===== src/rtl/pcb_pkg.sv =====
`timescale 1ns/1ps
package pcb_pkg;
  localparam int WORD_W = 16;

  typedef enum logic [1:0] {
    SQ_IDLE   = 2'd0,
    SQ_SETUP  = 2'd1,
    SQ_STROBE = 2'd2,
    SQ_HOLD   = 2'd3
  } sq_state_t;

  localparam int CTL_IO_BIT   = 0;
  localparam int CTL_RD_BIT   = 1;
  localparam int CTL_BUSY_BIT = 2;
  localparam int CTL_DONE_BIT = 3;
  localparam int CTL_ERR_BIT  = 4;

  typedef struct packed {
    logic rd;
    logic io;
  } cyc_kind_t;
endpackage


===== src/rtl/pcb_rst_sync.sv =====
`timescale 1ns/1ps
module pcb_rst_sync (
  input  logic clk,
  input  logic rst_n,
  output logic srst_n
);
  logic meta_q;

  always_ff @(posedge clk or negedge rst_n) begin
    if (!rst_n) begin
      meta_q <= 1'b0;
      srst_n <= 1'b0;
    end else begin
      meta_q <= 1'b1;
      srst_n <= meta_q;
    end
  end
endmodule


===== src/rtl/pcb_host_regs.sv =====
`timescale 1ns/1ps
module pcb_host_regs
  import pcb_pkg::*;
(
  input  logic              clk,
  input  logic              rst_n,
  input  logic              host_wr,
  input  logic              host_ctl_sel,
  input  logic [1:0]        host_addr,
  input  logic [7:0]        host_wdata,
  output logic [7:0]        host_rdata,
  input  logic              busy,
  input  logic              done,
  input  logic              err,
  input  logic              cap_valid,
  input  logic [WORD_W-1:0] cap_data,
  output logic              start,
  output cyc_kind_t         kind,
  output logic [WORD_W-1:0] addr_word,
  output logic [WORD_W-1:0] data_word
);
  localparam int HI_W = WORD_W - 8;

  logic              wr_ok;
  logic              wr_word;
  logic              addr_lo_en, addr_hi_en, data_lo_en, data_hi_en, kind_en;
  logic [WORD_W-1:0] addr_q, data_q;
  cyc_kind_t         kind_q;

  assign wr_ok   = host_wr && !busy;
  assign wr_word = wr_ok && !host_ctl_sel;

  assign addr_lo_en = wr_word && (host_addr == 2'd0);
  assign addr_hi_en = wr_word && (host_addr == 2'd1);
  assign data_lo_en = wr_word && (host_addr == 2'd2);
  assign data_hi_en = wr_word && (host_addr == 2'd3);
  assign kind_en    = wr_ok && host_ctl_sel;
  assign start      = data_lo_en;

  always_ff @(posedge clk or negedge rst_n) begin
    if (!rst_n) begin
      addr_q <= '0;
    end else begin
      if (addr_lo_en) addr_q[7:0]        <= host_wdata;
      if (addr_hi_en) addr_q[WORD_W-1:8] <= host_wdata[HI_W-1:0];
    end
  end

  always_ff @(posedge clk or negedge rst_n) begin
    if (!rst_n) begin
      data_q <= '0;
    end else if (cap_valid) begin
      data_q <= cap_data;
    end else begin
      if (data_lo_en) data_q[7:0]        <= host_wdata;
      if (data_hi_en) data_q[WORD_W-1:8] <= host_wdata[HI_W-1:0];
    end
  end

  always_ff @(posedge clk or negedge rst_n) begin
    if (!rst_n) begin
      kind_q <= '0;
    end else if (kind_en) begin
      kind_q.rd <= host_wdata[CTL_RD_BIT];
      kind_q.io <= host_wdata[CTL_IO_BIT];
    end
  end

  always_comb begin
    host_rdata = '0;
    if (host_ctl_sel) begin
      host_rdata[CTL_IO_BIT]   = kind_q.io;
      host_rdata[CTL_RD_BIT]   = kind_q.rd;
      host_rdata[CTL_BUSY_BIT] = busy;
      host_rdata[CTL_DONE_BIT] = done;
      host_rdata[CTL_ERR_BIT]  = err;
    end else begin
      case (host_addr)
        2'd0:    host_rdata = addr_q[7:0];
        2'd1:    host_rdata = addr_q[WORD_W-1:8];
        2'd2:    host_rdata = data_q[7:0];
        default: host_rdata = data_q[WORD_W-1:8];
      endcase
    end
  end

  assign kind      = kind_q;
  assign addr_word = addr_q;
  assign data_word = data_q;


  addr_frozen_chk: assert property (@(posedge clk) disable iff (!rst_n)
    (busy && host_wr) |=> $stable(addr_q));


  kind_frozen_chk: assert property (@(posedge clk) disable iff (!rst_n)
    (busy && host_wr) |=> $stable(kind_q));
endmodule


===== src/rtl/pcb_seq.sv =====
`timescale 1ns/1ps
module pcb_seq
  import pcb_pkg::*;
#(
  parameter int SETUP_CLKS = 2,
  parameter int STROBE_MIN = 3,
  parameter int HOLD_CLKS  = 1,
  parameter int WAIT_LIMIT = 256
) (
  input  logic              clk,
  input  logic              rst_n,
  input  logic              start,
  input  cyc_kind_t         kind,
  input  logic              card_wait_n,
  input  logic [WORD_W-1:0] card_data_in,
  output logic              busy,
  output logic              done,
  output logic              err,
  output logic              cap_valid,
  output logic [WORD_W-1:0] cap_data,
  output logic              ce_n,
  output logic              we_n,
  output logic              oe_n,
  output logic              iord_n,
  output logic              iowr_n,
  output logic              data_oe
);
  localparam int CNT_MAX = STROBE_MIN - 1 + WAIT_LIMIT;
  localparam int CW      = $clog2(CNT_MAX + 1);

  sq_state_t st_q, st_d;
  logic [CW-1:0] cnt_q, cnt_d;
  cyc_kind_t kind_q;
  logic done_q, err_q;
  logic accept, finish, timeout, cap_en;
  logic done_en, err_en, kind_en;
  logic strb;

  assign accept = start && (st_q == SQ_IDLE);

  always_comb begin
    st_d    = st_q;
    cnt_d   = cnt_q;
    finish  = 1'b0;
    timeout = 1'b0;
    cap_en  = 1'b0;
    case (st_q)
      SQ_IDLE: begin
        if (accept) begin
          st_d  = SQ_SETUP;
          cnt_d = '0;
        end
      end
      SQ_SETUP: begin
        if (cnt_q == CW'(SETUP_CLKS - 1)) begin
          st_d  = SQ_STROBE;
          cnt_d = '0;
        end else begin
          cnt_d = cnt_q + 1'b1;
        end
      end
      SQ_STROBE: begin
        if (cnt_q >= CW'(STROBE_MIN - 1) && card_wait_n) begin
          st_d   = SQ_HOLD;
          cnt_d  = '0;
          cap_en = kind_q.rd;
        end else if (cnt_q == CW'(CNT_MAX - 1)) begin
          st_d    = SQ_HOLD;
          cnt_d   = '0;
          timeout = 1'b1;
        end else begin
          cnt_d = cnt_q + 1'b1;
        end
      end
      default: begin
        if (cnt_q == CW'(HOLD_CLKS - 1)) begin
          st_d   = SQ_IDLE;
          cnt_d  = '0;
          finish = 1'b1;
        end else begin
          cnt_d = cnt_q + 1'b1;
        end
      end
    endcase
  end

  assign done_en = accept || finish;
  assign err_en  = accept || timeout;
  assign kind_en = accept;

  always_ff @(posedge clk or negedge rst_n) begin
    if (!rst_n) begin
      st_q  <= SQ_IDLE;
      cnt_q <= '0;
    end else begin
      st_q  <= st_d;
      cnt_q <= cnt_d;
    end
  end

  always_ff @(posedge clk or negedge rst_n) begin
    if (!rst_n) begin
      done_q <= 1'b0;
      err_q  <= 1'b0;
      kind_q <= '0;
    end else begin
      if (done_en) done_q <= finish;
      if (err_en)  err_q  <= timeout;
      if (kind_en) kind_q <= kind;
    end
  end

  assign strb      = (st_q == SQ_STROBE);
  assign busy      = (st_q != SQ_IDLE);
  assign done      = done_q;
  assign err       = err_q;
  assign cap_valid = cap_en;
  assign cap_data  = card_data_in;
  assign ce_n      = (st_q == SQ_IDLE);
  assign we_n      = !(strb && !kind_q.rd && !kind_q.io);
  assign iowr_n    = !(strb && !kind_q.rd &&  kind_q.io);
  assign oe_n      = !(strb &&  kind_q.rd && !kind_q.io);
  assign iord_n    = !(strb &&  kind_q.rd &&  kind_q.io);
  assign data_oe   = !ce_n && !kind_q.rd;

  // Checker state: length of the current strobe run.
  logic [CW-1:0] chk_run;
  logic          any_strb;
  assign any_strb = !(we_n && oe_n && iord_n && iowr_n);

  always_ff @(posedge clk or negedge rst_n) begin
    if (!rst_n) chk_run <= '0;
    else if (any_strb) chk_run <= chk_run + 1'b1;
    else chk_run <= '0;
  end


  start_takes_chk: assert property (@(posedge clk) disable iff (!rst_n)
    (start && !busy) |=> busy);


  ce_before_strobe_chk: assert property (@(posedge clk) disable iff (!rst_n)
    $rose(any_strb) |-> $past(!ce_n));


  one_strobe_chk: assert property (@(posedge clk) disable iff (!rst_n)
    $onehot0({!we_n, !oe_n, !iord_n, !iowr_n}));


  min_width_chk: assert property (@(posedge clk) disable iff (!rst_n)
    $fell(any_strb) |-> ($past(chk_run) >= CW'(STROBE_MIN - 1)));


  hold_after_strobe_chk: assert property (@(posedge clk) disable iff (!rst_n)
    $rose(ce_n) |-> $past(!any_strb));


  drivers_write_only_chk: assert property (@(posedge clk) disable iff (!rst_n)
    data_oe |-> (!ce_n && oe_n && iord_n));


  strobe_bound_chk: assert property (@(posedge clk) disable iff (!rst_n)
    any_strb |-> (chk_run < CW'(CNT_MAX)));
endmodule


===== src/rtl/pccard_seq_bridge.sv =====
`timescale 1ns/1ps
module pccard_seq_bridge
  import pcb_pkg::*;
#(
  parameter int SETUP_CLKS = 2,
  parameter int STROBE_MIN = 3,
  parameter int HOLD_CLKS  = 1,
  parameter int WAIT_LIMIT = 256
) (
  input  logic        clk,
  input  logic        rst_n,
  input  logic        host_wr,
  input  logic        host_ctl_sel,
  input  logic [1:0]  host_addr,
  input  logic [7:0]  host_wdata,
  output logic [7:0]  host_rdata,
  output logic [15:0] card_addr,
  output logic [15:0] card_data_out,
  output logic        card_data_oe,
  input  logic [15:0] card_data_in,
  input  logic        card_wait_n,
  output logic        card_ce1_n,
  output logic        card_ce2_n,
  output logic        card_oe_n,
  output logic        card_we_n,
  output logic        card_iord_n,
  output logic        card_iowr_n
);
  logic              srst_n;
  logic              start, busy, done, err, cap_valid, ce_n;
  logic [WORD_W-1:0] cap_data;
  cyc_kind_t         kind;

  pcb_rst_sync u_rst (
    .clk    (clk),
    .rst_n  (rst_n),
    .srst_n (srst_n)
  );

  pcb_host_regs u_regs (
    .clk          (clk),
    .rst_n        (srst_n),
    .host_wr      (host_wr),
    .host_ctl_sel (host_ctl_sel),
    .host_addr    (host_addr),
    .host_wdata   (host_wdata),
    .host_rdata   (host_rdata),
    .busy         (busy),
    .done         (done),
    .err          (err),
    .cap_valid    (cap_valid),
    .cap_data     (cap_data),
    .start        (start),
    .kind         (kind),
    .addr_word    (card_addr),
    .data_word    (card_data_out)
  );

  pcb_seq #(
    .SETUP_CLKS (SETUP_CLKS),
    .STROBE_MIN (STROBE_MIN),
    .HOLD_CLKS  (HOLD_CLKS),
    .WAIT_LIMIT (WAIT_LIMIT)
  ) u_seq (
    .clk          (clk),
    .rst_n        (srst_n),
    .start        (start),
    .kind         (kind),
    .card_wait_n  (card_wait_n),
    .card_data_in (card_data_in),
    .busy         (busy),
    .done         (done),
    .err          (err),
    .cap_valid    (cap_valid),
    .cap_data     (cap_data),
    .ce_n         (ce_n),
    .we_n         (card_we_n),
    .oe_n         (card_oe_n),
    .iord_n       (card_iord_n),
    .iowr_n       (card_iowr_n),
    .data_oe      (card_data_oe)
  );

  assign card_ce1_n = ce_n;
  assign card_ce2_n = ce_n;


  ce_pair_chk: assert property (@(posedge clk) disable iff (!srst_n)
    card_ce1_n == card_ce2_n);
endmodule


===== config.mk =====
export PLATFORM = sky130hd
export DESIGN_NAME = pccard_seq_bridge
export DESIGN_NICKNAME = d
export VERILOG_FILES = /design/src/rtl/pcb_pkg.sv /design/src/rtl/pcb_rst_sync.sv /design/src/rtl/pcb_host_regs.sv /design/src/rtl/pcb_seq.sv /design/src/rtl/pccard_seq_bridge.sv
export SDC_FILE = /design/constraint.sdc
export NUM_CORES = 1
export LEC_CHECK = 0
export BUFFER_PORTS_ARGS = -buffer_cell sky130_fd_sc_hd__buf_2
export CORE_MARGIN = 2
export CORE_UTILIZATION = 55
export CTS_CLUSTER_SIZE = 20
export DETAILED_ROUTE_END_ITERATION = 6
export PLACE_DENSITY_LB_ADDON = 0.12
export SLEW_MARGIN = 20
export SYNTH_ARGS = -nofsm -noshare
export SYNTH_HDL_FRONTEND = slang
export SYNTH_HIERARCHICAL = 1
export SYNTH_SLANG_ARGS = --single-unit

===== constraint.sdc =====
create_clock -name clk -period 4.1 [get_ports clk]
set_input_delay 0.82 -clock clk [delete_from_list [all_inputs] [get_ports clk]]
set_output_delay 0.82 -clock clk [all_outputs]
set_load 0.02 [all_outputs]

==> impl_metrics.py <==
metrics = {
    "logic_synthesis": {
        "synth_flop_cell": "dfrtp_1",
        "yosysWarnings": 6,
        "syn_area_um2": 3044,
        "ys_seq_elements": 51,
        "synth-async-reset-ratio_pct": 100.0,
        "synth_cells": 282,
        "synth-edff-count": 0,
        "synth_cell_types": 41,
        "ys_seq_area_share_pct": 41.92,
        "syn_nets": 322,
        "synth_top_area_share_pct": 41.92,
        "synth.avg_cell_area_um2": 10.79,
        "synth_top_area_cell": "dfrtp_1",
        "synthTopCellsByArea": "dfrtp_1 42%, mux2_2 6.3%, mux4_2 5.9%",
    },
    "cts": {
        "cts.repair.resized": 0,
        "clkSlewWorstSetupHoldPaths_ns": 0.09,
        "clock_latency_ns": 0.32,
        "htreeDepth": 2,
        "cts_sinks": 51,
        "cts_buffers": 5,
        "hold_buffers": 0,
        "cts_tree": "done",
        "clk_path_buf_depth": 2,
        "clock-root-buffer": "clkbuf_8",
        "post_cts.repair.setup_buffers": 0,
    },
    "drt": {
        "wl_per_cell_um": 16.61,
        "drt_iter0_drc": 209,
        "num_vias": 2379,
        "vias_per_cell": 5.817,
        "drt_pass1_iterations": 5,
        "drc_errors": 0,
        "wl_um": 6793,
        "ant_nets": 0,
    },
    "die": {
        "initial_core_util_pct": 55.97,
        "die-area_um2": 6146,
        "die_y_um": 78.40,
        "pin_count": 78,
        "coreArea_um2": 5439,
        "dieWidth_um": 78.40,
        "rows": 27,
    },
    "worst_setup_path": {
        "start_kind": "primary input",
        "arrival_ns": 2.15,
        "critPathRequiredTime_ns": 3.28,
        "cp_max_fo": 15,
        "crit_path_end_kind": "primary output",
        "crit_type": "primary input to primary output",
    },
    "placement": {
        "dp_hpwl_um": 4673,
        "gp_congestion": 0.8294,
        "port_buffers": 77,
    },
    "sta": {
        "fmax_mhz": 337.0,
        "drv_slew": 0,
        "hold_violations": 0,
        "period_share_pct": 72.38,
        "worstMarginPinSlew_ns": 0.7560,
        "hold_slack_ns": 0.2796,
        "skew_ns": 0.01706,
        "tns_ns": 0,
        "slew_headroom_pct": 49.41,
        "setup_violations": 0,
        "min_period_ns": 2.967,
        "rsz0062_at_grt": "no",
    },
    "grt": {
        "grt_pass1_vias": 2191,
        "grt_max_degree": 50,
        "gr-total-overflow": 0,
        "grt_use_total_pct": 23.20,
        "grt_pass1_wl_um": 11130,
        "antenna_found_initial": 0,
    },
    "run_status": {
        "status": "finished, final reports clean",
    },
    "pwr": {
        "p_int_mw": 1.338,
        "ir_worst_vdd_mv": 0.3090,
        "seqPwrFrac_pct": 36.5,
        "power_density_nw_per_um2": 671.9,
        "clock_power_share_pct": 16.1,
        "power.leakage_nw": 1.605,
        "switching_share_pct": 42.10,
        "p_sw_mw": 0.9731,
        "power_mw": 2.311,
        "p_comb_share_pct": 47.4,
    },
    "finish": {
        "n_antenna_cell": 0,
        "drive_above_1_share_pct": 39.17,
        "fin_nets": 376,
        "syn_to_final_growth_pct": 12.99,
    },
    "hold_path": {
        "min_path_type": "primary input to async pin",
    },
    "job": {
        "cap_violations": 0,
    },
}
## area by class of cell
type	count	area (um2)
Clock inverter	3	47.55
Inverter	10	37.54
Sequential cell	51	1280
Clock buffer	5	68.82
Fill cell	460	1999
Timing Repair Buffer	79	400.4
Tap cell	72	90.09
Multi-Input combinational cell	189	1515
## layer usage
metal / part of all wire [%] / track usage (%) / wire, um / vias to the layer above
li1: - / - / - / 1102
met1: 48 / 35.17 / 3261 / 1163
met2: 45 / 35.09 / 3026 / 108
met3: 6.5 / 3.678 / 440 / 6
met4: 0.94 / 5.789 / 64 / 0
met5: 0 / 0 / 0 / -
## per-stage QoR
| stage | std cells | util (%) | setup WS, ns | cell area, um2 |
|---|---|---|---|---|
| 2_1_floorplan | 282 | - | 1.518 | 3044 |
| 3_3_place_gp | 401 | 61.05 | 1.125 | 3321 |
| 3_5_place_dp | 401 | 61.05 | 1.118 | 3321 |
| 4_1_cts | 409 | 63.19 | 1.114 | 3437 |
| 5_1_grt | 409 | 63.24 | 0.9884 | 3440 |
| 6_report | 409 | 63.24 | 1.133 | 3440 |
## sequential cells by signal, indices dropped and copies added (netlist names)
name and count:
u_rst/srst_n 1, u_seq/st_q 2, u_regs/data_word 16, u_seq/kind_q 2
u_seq/done 1, u_seq/err 1, u_regs/kind 2, u_seq/cnt_q 9
u_regs/addr_word 16, u_rst/meta_q 1
## cells by family after synthesis
| logic type | Yosys count | synth area share [%] |
|---|---|---|
| AO/OA/AOI/OAI | 73 | 15.00 |
| AND/OR/NAND/NOR | 67 | 12.66 |
| flip-flops | 51 | 41.92 |
| buffers and inverters | 42 | 8.508 |
| multiplexers | 34 | 16.65 |
| adder cells (fa/ha/maj) | 9 | 3.699 |
| XOR/XNOR | 5 | 1.439 |
| other | 1 | 0.1232 |
## power groups by stage
stage               logic (mW)  clock network [mW]  registers (mW)
floorplan                0.660                   0           0.974
global placement          1.08                   0           0.849
detailed placement        1.10                   0           0.851
CTS                       1.10               0.375           0.842
global route              1.19               0.396           0.870
finish                    1.10               0.371           0.843
## worst max-delay path, stage by stage
cell    delay, ns
buf_2        0.34
mux4_2       0.56
mux2_2       0.27
buf_2        0.16
## synth_stat cells (8+ instances only)
cell type  instances
nor2b_1           20
nand2_1           14
inv_1             10
dfrtp_1           51
o21ai_0           19
a31oi_1           18
ha_1               9
nor2_1            11
buf_4             20
mux2_4             9
mux4_2             8
a21oi_1           21
mux2_2            17
## placed cells by master, fill, tap and decap left out, drive strengths merged, types with 2 or more instances in the layout
| cell | instances |
|---|---|
| ha | 9 |
| nand3 | 8 |
| buf | 79 |
| or3 | 2 |
| a22oi | 2 |
| mux2 | 26 |
| xnor2 | 3 |
| nor2 | 11 |
| o21ai | 20 |
| dfrtp | 51 |
| a31oi | 18 |
| a211oi | 2 |
| inv | 11 |
| mux4 | 8 |
| o31ai | 4 |
| o22ai | 2 |
| clkbuf | 5 |
| a21oi | 21 |
| nor2b | 20 |
| xor2 | 2 |
| and3 | 4 |
| nand3b | 2 |
| nand2 | 14 |
## path summary, 6_finish.rpt
kind | startpoint | to | slack [ns] | depth (start not counted)
max in group asynchronous | u_rst/srst_n | u_seq/st_q[0] | 3.31 | 0
worst min register to register | u_rst/srst_n | u_regs/data_word[2] | 0.35 | 0
worst min-delay path | rst_n | u_rst/srst_n | 0.28 | 1
min in group clk | u_rst/meta_q | u_rst/srst_n | 0.36 | 0
worst max register to register | u_seq/st_q[0] | u_seq/cnt_q[8] | 1.22 | 10
worst max-delay path | host_addr[0] | host_rdata[4] | 1.13 | 4
(Power assumes the default switching activity.)
